$ cat src/rtl/llc_pkg.sv
package llc_pkg;

    typedef enum logic [2:0] {
        ST_IDLE,
        ST_HS,
        ST_HS_REL,
        ST_LS,
        ST_LS_REL
    } gate_st_e;

    typedef struct packed {
        logic fast;
        logic auto_md;
        logic sonic;
    } mode_cfg_t;

    localparam logic [2:0] MD_SLOW_AUTO_FLOOR = 3'd0;
    localparam logic [2:0] MD_SLOW_AUTO_FREE  = 3'd1;
    localparam logic [2:0] MD_FAST_AUTO_FLOOR = 3'd2;
    localparam logic [2:0] MD_FAST_FORCED     = 3'd3;
    localparam logic [2:0] MD_FAST_AUTO_FREE  = 3'd4;

endpackage

$ cat src/rtl/llc_mode_decode.sv
module llc_mode_decode
    import llc_pkg::*;
(
    input  logic [2:0] mode_sel,
    output mode_cfg_t  cfg
);

    always_comb begin
        unique case (mode_sel)
            MD_SLOW_AUTO_FLOOR: cfg = '{fast: 1'b0, auto_md: 1'b1, sonic: 1'b1};
            MD_SLOW_AUTO_FREE:  cfg = '{fast: 1'b0, auto_md: 1'b1, sonic: 1'b0};
            MD_FAST_AUTO_FLOOR: cfg = '{fast: 1'b1, auto_md: 1'b1, sonic: 1'b1};
            MD_FAST_AUTO_FREE:  cfg = '{fast: 1'b1, auto_md: 1'b1, sonic: 1'b0};
            default:            cfg = '{fast: 1'b1, auto_md: 1'b0, sonic: 1'b0};
        endcase
    end

endmodule

$ cat src/rtl/llc_period_timer.sv
module llc_period_timer #(
    parameter int PER_SLOW = 20,
    parameter int PER_FAST = 10
) (
    input  logic clk,
    input  logic rst_n,
    input  logic fast,
    output logic at_last,
    output logic at_rel
);

    localparam int PW = $clog2(PER_SLOW + 1);
    typedef logic [PW-1:0] cnt_t;

    localparam cnt_t LAST_SLOW = cnt_t'(PER_SLOW - 1);
    localparam cnt_t LAST_FAST = cnt_t'(PER_FAST - 1);
    localparam cnt_t REL_SLOW  = cnt_t'(PER_SLOW - 2);
    localparam cnt_t REL_FAST  = cnt_t'(PER_FAST - 2);

    cnt_t cnt_q;
    cnt_t last_v;
    cnt_t rel_v;

    always_comb begin
        last_v  = fast ? LAST_FAST : LAST_SLOW;
        rel_v   = fast ? REL_FAST : REL_SLOW;
        at_last = (cnt_q >= last_v);
        at_rel  = (cnt_q == rel_v);
    end

    always_ff @(posedge clk) begin
        if (!rst_n) begin
            cnt_q <= '0;
        end else if (at_last) begin
            cnt_q <= '0;
        end else begin
            cnt_q <= cnt_q + cnt_t'(1);
        end
    end

endmodule

$ cat src/rtl/llc_cond_tracker.sv
module llc_cond_tracker #(
    parameter int FLOOR_CYC = 60
) (
    input  logic clk,
    input  logic rst_n,
    input  logic at_last,
    input  logic hs_on,
    input  logic zc_hit,
    output logic ccm_nx,
    output logic ccm_q,
    output logic floor_due
);

    localparam int FW = $clog2(FLOOR_CYC + 1);
    typedef logic [FW-1:0] flr_t;
    localparam flr_t FLOOR_LIM = flr_t'(FLOOR_CYC);

    logic       pulse_q;
    logic       zcs_q;
    logic [1:0] clean_q;
    logic [1:0] clean_nx;
    flr_t       floor_q;

    always_comb begin
        if (pulse_q && !zcs_q) begin
            clean_nx = (clean_q == 2'd2) ? 2'd2 : clean_q + 2'd1;
        end else begin
            clean_nx = 2'd0;
        end
        ccm_q     = (clean_q == 2'd2);
        ccm_nx    = at_last ? (clean_nx == 2'd2) : ccm_q;
        floor_due = (floor_q == FLOOR_LIM);
    end

    always_ff @(posedge clk) begin
        if (!rst_n) begin
            pulse_q <= 1'b0;
            zcs_q   <= 1'b0;
            clean_q <= 2'd0;
        end else if (at_last) begin
            pulse_q <= 1'b0;
            zcs_q   <= 1'b0;
            clean_q <= clean_nx;
        end else begin
            pulse_q <= pulse_q | hs_on;
            zcs_q   <= zcs_q | zc_hit;
        end
    end

    always_ff @(posedge clk) begin
        if (!rst_n) begin
            floor_q <= '0;
        end else if (hs_on) begin
            floor_q <= '0;
        end else if (floor_q < FLOOR_LIM) begin
            floor_q <= floor_q + flr_t'(1);
        end
    end

endmodule

$ cat src/rtl/llc_gate_fsm.sv
module llc_gate_fsm
    import llc_pkg::*;
#(
    parameter int MIN_ON   = 2,
    parameter int MAX_SLOW = 17,
    parameter int MAX_FAST = 7
) (
    input  logic clk,
    input  logic rst_n,
    input  logic fast,
    input  logic auto_md,
    input  logic sonic,
    input  logic at_last,
    input  logic at_rel,
    input  logic pwm_hi,
    input  logic zero_cross,
    input  logic ccm_nx,
    input  logic floor_due,
    output logic hs_gate,
    output logic ls_gate,
    output logic zc_hit
);

    localparam int OW = $clog2(MAX_SLOW + 1);
    typedef logic [OW:0] len_t;
    localparam len_t MIN_V  = len_t'(MIN_ON);
    localparam len_t MAXS_V = len_t'(MAX_SLOW);
    localparam len_t MAXF_V = len_t'(MAX_FAST);

    gate_st_e st_q, st_nx;
    logic [OW-1:0] on_q;
    logic short_q;
    len_t len;
    len_t max_v;
    logic allow, start, short_start, hs_done;

    always_comb begin
        len         = len_t'(on_q) + len_t'(1);
        max_v       = fast ? MAXF_V : MAXS_V;
        allow       = !auto_md || ccm_nx || pwm_hi;
        start       = allow || (sonic && floor_due);
        short_start = !allow;
        hs_done     = (len >= max_v) || ((len >= MIN_V) && (!pwm_hi || short_q));
        zc_hit      = (st_q == ST_LS) && auto_md && zero_cross;
    end

    always_comb begin
        st_nx = st_q;
        unique case (st_q)
            ST_IDLE, ST_LS_REL: st_nx = (at_last && start) ? ST_HS : ST_IDLE;
            ST_HS:              if (hs_done) st_nx = ST_HS_REL;
            ST_HS_REL:          st_nx = ST_LS;
            ST_LS: begin
                if (at_rel) begin
                    st_nx = ST_LS_REL;
                end else if (zc_hit) begin
                    st_nx = ST_IDLE;
                end
            end
            default:            st_nx = ST_IDLE;
        endcase
    end

    always_ff @(posedge clk) begin
        if (!rst_n) begin
            st_q    <= ST_IDLE;
            on_q    <= '0;
            short_q <= 1'b0;
        end else begin
            st_q <= st_nx;
            on_q <= (st_q == ST_HS && st_nx == ST_HS) ? on_q + 1'b1 : '0;
            if (st_q != ST_HS && st_nx == ST_HS) begin
                short_q <= short_start;
            end
        end
    end

    always_comb begin
        hs_gate = (st_q == ST_HS);
        ls_gate = (st_q == ST_LS);
    end

endmodule

$ cat src/rtl/lightload_cond_ctrl.sv
module lightload_cond_ctrl
    import llc_pkg::*;
#(
    parameter int PER_SLOW  = 20,
    parameter int PER_FAST  = 10,
    parameter int MIN_ON    = 2,
    parameter int FLOOR_CYC = 60
) (
    input  logic       clk,
    input  logic       rst_n,
    input  logic [2:0] mode_sel,
    input  logic       pwm_hi,
    input  logic       zero_cross,
    output logic       hs_gate,
    output logic       ls_gate,
    output logic       ccm_active
);

    localparam int RAW_SLOW = (PER_SLOW * 92) / 100;
    localparam int RAW_FAST = (PER_FAST * 92) / 100;
    localparam int MAX_SLOW = (RAW_SLOW > PER_SLOW - 3) ? PER_SLOW - 3 : RAW_SLOW;
    localparam int MAX_FAST = (RAW_FAST > PER_FAST - 3) ? PER_FAST - 3 : RAW_FAST;

    mode_cfg_t cfg;
    logic at_last, at_rel;
    logic ccm_nx, ccm_q, floor_due, zc_hit;

    llc_mode_decode dec_i (
        .mode_sel (mode_sel),
        .cfg      (cfg)
    );

    llc_period_timer #(
        .PER_SLOW (PER_SLOW),
        .PER_FAST (PER_FAST)
    ) tmr_i (
        .clk     (clk),
        .rst_n   (rst_n),
        .fast    (cfg.fast),
        .at_last (at_last),
        .at_rel  (at_rel)
    );

    llc_cond_tracker #(
        .FLOOR_CYC (FLOOR_CYC)
    ) trk_i (
        .clk       (clk),
        .rst_n     (rst_n),
        .at_last   (at_last),
        .hs_on     (hs_gate),
        .zc_hit    (zc_hit),
        .ccm_nx    (ccm_nx),
        .ccm_q     (ccm_q),
        .floor_due (floor_due)
    );

    llc_gate_fsm #(
        .MIN_ON   (MIN_ON),
        .MAX_SLOW (MAX_SLOW),
        .MAX_FAST (MAX_FAST)
    ) fsm_i (
        .clk        (clk),
        .rst_n      (rst_n),
        .fast       (cfg.fast),
        .auto_md    (cfg.auto_md),
        .sonic      (cfg.sonic),
        .at_last    (at_last),
        .at_rel     (at_rel),
        .pwm_hi     (pwm_hi),
        .zero_cross (zero_cross),
        .ccm_nx     (ccm_nx),
        .floor_due  (floor_due),
        .hs_gate    (hs_gate),
        .ls_gate    (ls_gate),
        .zc_hit     (zc_hit)
    );

    assign ccm_active = !cfg.auto_md || ccm_q;

endmodule

$ cat config.mk
export PLATFORM = sky130hd
export DESIGN_NAME = lightload_cond_ctrl
export DESIGN_NICKNAME = d
export VERILOG_FILES = /design/src/rtl/llc_pkg.sv /design/src/rtl/llc_mode_decode.sv /design/src/rtl/llc_period_timer.sv /design/src/rtl/llc_cond_tracker.sv /design/src/rtl/llc_gate_fsm.sv /design/src/rtl/lightload_cond_ctrl.sv
export SDC_FILE = /design/constraint.sdc
export NUM_CORES = 1
export LEC_CHECK = 0
export BUFFER_PORTS_ARGS = -buffer_cell sky130_fd_sc_hd__buf_2
export CAP_MARGIN = 10
export CORE_MARGIN = 3
export CORE_UTILIZATION = 32
export DETAILED_ROUTE_END_ITERATION = 8
export PLACE_DENSITY = 0.54
export SYNTH_ARGS = -nofsm -noshare
export SYNTH_HDL_FRONTEND = slang
export SYNTH_SLANG_ARGS = --single-unit
$ cat constraint.sdc
create_clock -name clk -period 2.1 [get_ports clk]
set_input_delay 0.315 -clock clk [delete_from_list [all_inputs] [get_ports clk]]
set_output_delay 0.315 -clock clk [all_outputs]
set_load 0.02 [all_outputs]
==> results by group <==
Floorplan
  • Row count: 22
  • Core ar.: 0.00377 mm2
  • Die area: 0.00483 mm2
  • I/O pin cnt: 10
  • Die Width: 69.5 um
  • Chip height: 69.5 um
  • Initial core utilization: 34.2%

Timing
  • Final Hold Viols: 0
  • Fin Hold WS: 350 ps
  • RSZ-0062 raised after global routing: no
  • Final setup violation count: 0
  • Slew Viols, Final: 0
  • Final setup margin: 114 ps
  • Tmin final: 1990 ps
  • Crit share post-route: 94.6%
  • Peak Freq: 0.503 GHz
  • Clk_skew: 3.10 ps
  • Slew margin rel.: 77.5%
  • Worst-Margin Slew: 336 ps

Run
  • MaxCap Viol Count: 0

Global route
  • First-pass GRT wire length: 4.64 mm
  • GRT Overall Usage: 11.4%
  • Vias in the first global route: 1093
  • Gr ovfl total: 0
  • Initial antenna violation count: 0
  • Largest net degree at the start of global routing: 13

Place
  • PortBufs: 9
  • HPWL after DPL: 2.03 mm
  • Dpl ws: -57.0 ps
  • GPL Wtd Cong: 0.770
  • Placed cells: 206

Synth
  • Synth warnings: 0
  • Post-synth top area cell: dfxtp_1
  • Asr flop ratio synth: 0%
  • Syn avg cell area: 9.09 um2
  • Most numerous cell in the Yosys netlist: dfxtp_1
  • Seq/Total Area, Yosys: 37.2%
  • Post-synth top area share: 37.2%
  • Synth Flop Type: dfxtp_1
  • Synth Instances: 142
  • Number of enable flip-flop cells after synthesis: 0
  • Register bit count reported by yosys: 24
  • Syn_nets: 161
  • Distinct cells, synth: 43
  • Synthesized area: 0.00129 mm2
  • Top cells by count, synth: dfxtp_1, nor2_1, ha_1, inv_1, nand3_1
  • Area contributors post-synth: dfxtp_1, ha_1, nor2_1

Run status
  • Run status: finished clean

Power
  • Leak pwr: 0.614 nW
  • Max rail drop VDD: 0.286 mV
  • Power Density: 587 mW/mm2
  • Total power: 0.000897 W

Drt
  • Vias per std cell: 5.02
  • Residual DRC: 0
  • Starting DRT DRC Count: 32
  • 1st-pass router iterations: 4
  • ANT nets after route: 0
  • Avg WL per Cell: 12.4 um
  • Total Wirelength: 2.59 mm
  • Total vias in the final route: 1050

Clocking
  • Number of setup buffers added after CTS: 0
  • CTS tree: yes
  • Clk buf depth: 2
  • Root Buffer: clkbuf_8
  • Clk_lat worst skew: 260 ps
  • Clk sink count: 24
  • H-tree levels: 1
  • Reg clk slew, reported paths: 80 ps
  • CTS Buf Count: 3

Final layout
  • Layout cells sized above 1: 20.5%
  • Nets: 182
  • Filler cell count: 356
  • Antenna fix cells: 0
  • Final Non-Filler Cells: 209
  • Syn-to-layout area delta: 18.3%

Setup path
  • Worst Setup End Kind: flip-flop
  • Startpoint Class: flip-flop
  • Worst EP arrival: 2200 ps
  • R2R setup slack: 110 ps
  • CP peak stage delay: 370 ps
  • Worst r2r dst: fsm_i.on_q[2]$_SDFF_PN0_
  • Critical path required time: 2310 ps
  • Slowest CP cell: dfxtp_4
  • WS Path Type: reg2reg
  • FF-to-FF Start: fsm_i.on_q[1]$_SDFF_PN0_
  • Reg2Reg Depth: 8
  • CP Max Fanout: 6
  • CP cell instances: ha_4, xor2_2, ha_1, nor4b_1, a311oi_1, a21boi_1, or2_4, nor2b_2

Worst hold path
  • Worst hold endpoint: fsm_i.short_q$_SDFFE_PN0P_
  • Worst Hold Launch: rst_n
  • Hold depth: 2
  • Min-Delay Path Class: in2reg
[state kept, by name (all words and copies together) (netlist names)]
signal and flops:
fsm_i.short_q 1, fsm_i.on_q 5, fsm_i.st_q 3, trk_i.zcs_q 1, trk_i.floor_q 6, tmr_i.cnt_q 5
trk_i.pulse_q 1, trk_i.clean_q 2
[kinds of logic (layout without fill, tap and decap cells)]
| group | count (synthesis) | after routing | share of synthesized area (%) |
|---|---|---|---|
| flops | 24 | 24 | 37.2 |
| xor+xnor | 10 | 10 | 6.78 |
| buf+inv | 10 | 29 | 2.91 |
| compound gates | 22 | 22 | 11.7 |
| mux | 2 | 2 | 2.52 |
| fa+ha+maj | 13 | 13 | 12.4 |
| simple gates | 61 | 61 | 26.5 |
[critical path, delay by kind of cell (launching register included)]
family | cells | cell delay [ps]
and+or+nand+nor | 3 | 530
adders and majority gates | 2 | 480
AOI/OAI and AO/OA | 2 | 390
DFF | 1 | 370
xor gates and xnor gates | 1 | 150
[cell type report]
class / count / area [um2] / area share, %
Timing Repair Buffer: 16 / 97.6 / 6.39
Inverter: 10 / 37.5 / 2.46
Clock buffer: 3 / 41.3 / 2.70
Multi-Input combinational cell: 108 / 806 / 52.7
Sequential cell: 24 / 485 / 31.8
Tap cell: 48 / 60.1 / 3.93
[worst max path at each step]
stage,startpoint,endpoint,slack [ps],depth (start not counted)
after detailed placement,fsm_i.on_q[1]$_SDFF_PN0_,fsm_i.on_q[4]$_SDFF_PN0_,-60,8
after floorplan,fsm_i.on_q[0]$_SDFF_PN0_,fsm_i.on_q[4]$_SDFF_PN0_,160,8
final,fsm_i.on_q[1]$_SDFF_PN0_,fsm_i.on_q[2]$_SDFF_PN0_,110,8
after global placement,mode_sel[2],tmr_i.cnt_q[3]$_SDFF_PP0_,50,9
after global routing,fsm_i.on_q[1]$_SDFF_PN0_,fsm_i.st_q[0]$_SDFF_PN0_,5,8
after CTS,fsm_i.on_q[1]$_SDFF_PN0_,fsm_i.on_q[2]$_SDFF_PN0_,40,8
[cells in the final DEF, fill, tap and decap left out, types with 3 or more instances in the layout]
cell	n
dfxtp_1	22
ha_1	10
nor3_1	3
nor2_1	19
buf_4	7
nor2b_1	4
a21oi_1	7
xor2_1	4
inv_1	10
clkbuf_8	3
nand3_1	8
xnor2_1	5
buf_2	9
nand2_1	6
[routing by layer]
| metal | global-route usage (%) | vias up | part of all wire (%) |
|---|---|---|---|
| met5 | 0 | - | 0 |
| li1 | - | 537 | - |
| met2 | 18.6 | 8 | 47 |
| met1 | 15.0 | 503 | 50 |
| met3 | 3.48 | 2 | 2.2 |
| met4 | 1.95 | 0 | 0.50 |
[what timing repair did]
item	4_1_cts	5_1_grt
endpoints found under the hold margin	0	0
hold buffers	0	0
gates resized for setup	3	5
setup endpoints to repair	5	5
[stage by stage]
stage / instance area [um2] / utilization [%] / TNS (ps)
2_1_floorplan: 1290 / - / 0
3_3_place_gp: 1450 / 38.4 / 0
3_5_place_dp: 1450 / 38.4 / -206
4_1_cts: 1500 / 39.8 / 0
5_1_grt: 1530 / 40.5 / 0
6_report: 1530 / 40.5 / 0
[where the power goes]
part           internal (W)  total [W]  switching [W]
Combinational     0.0000637   0.000134      0.0000704
Sequential         0.000474   0.000494      0.0000201
Clock              0.000128   0.000269       0.000141
Total              0.000666   0.000897       0.000231
Note: power is estimated with default switching activity, not from simulation.
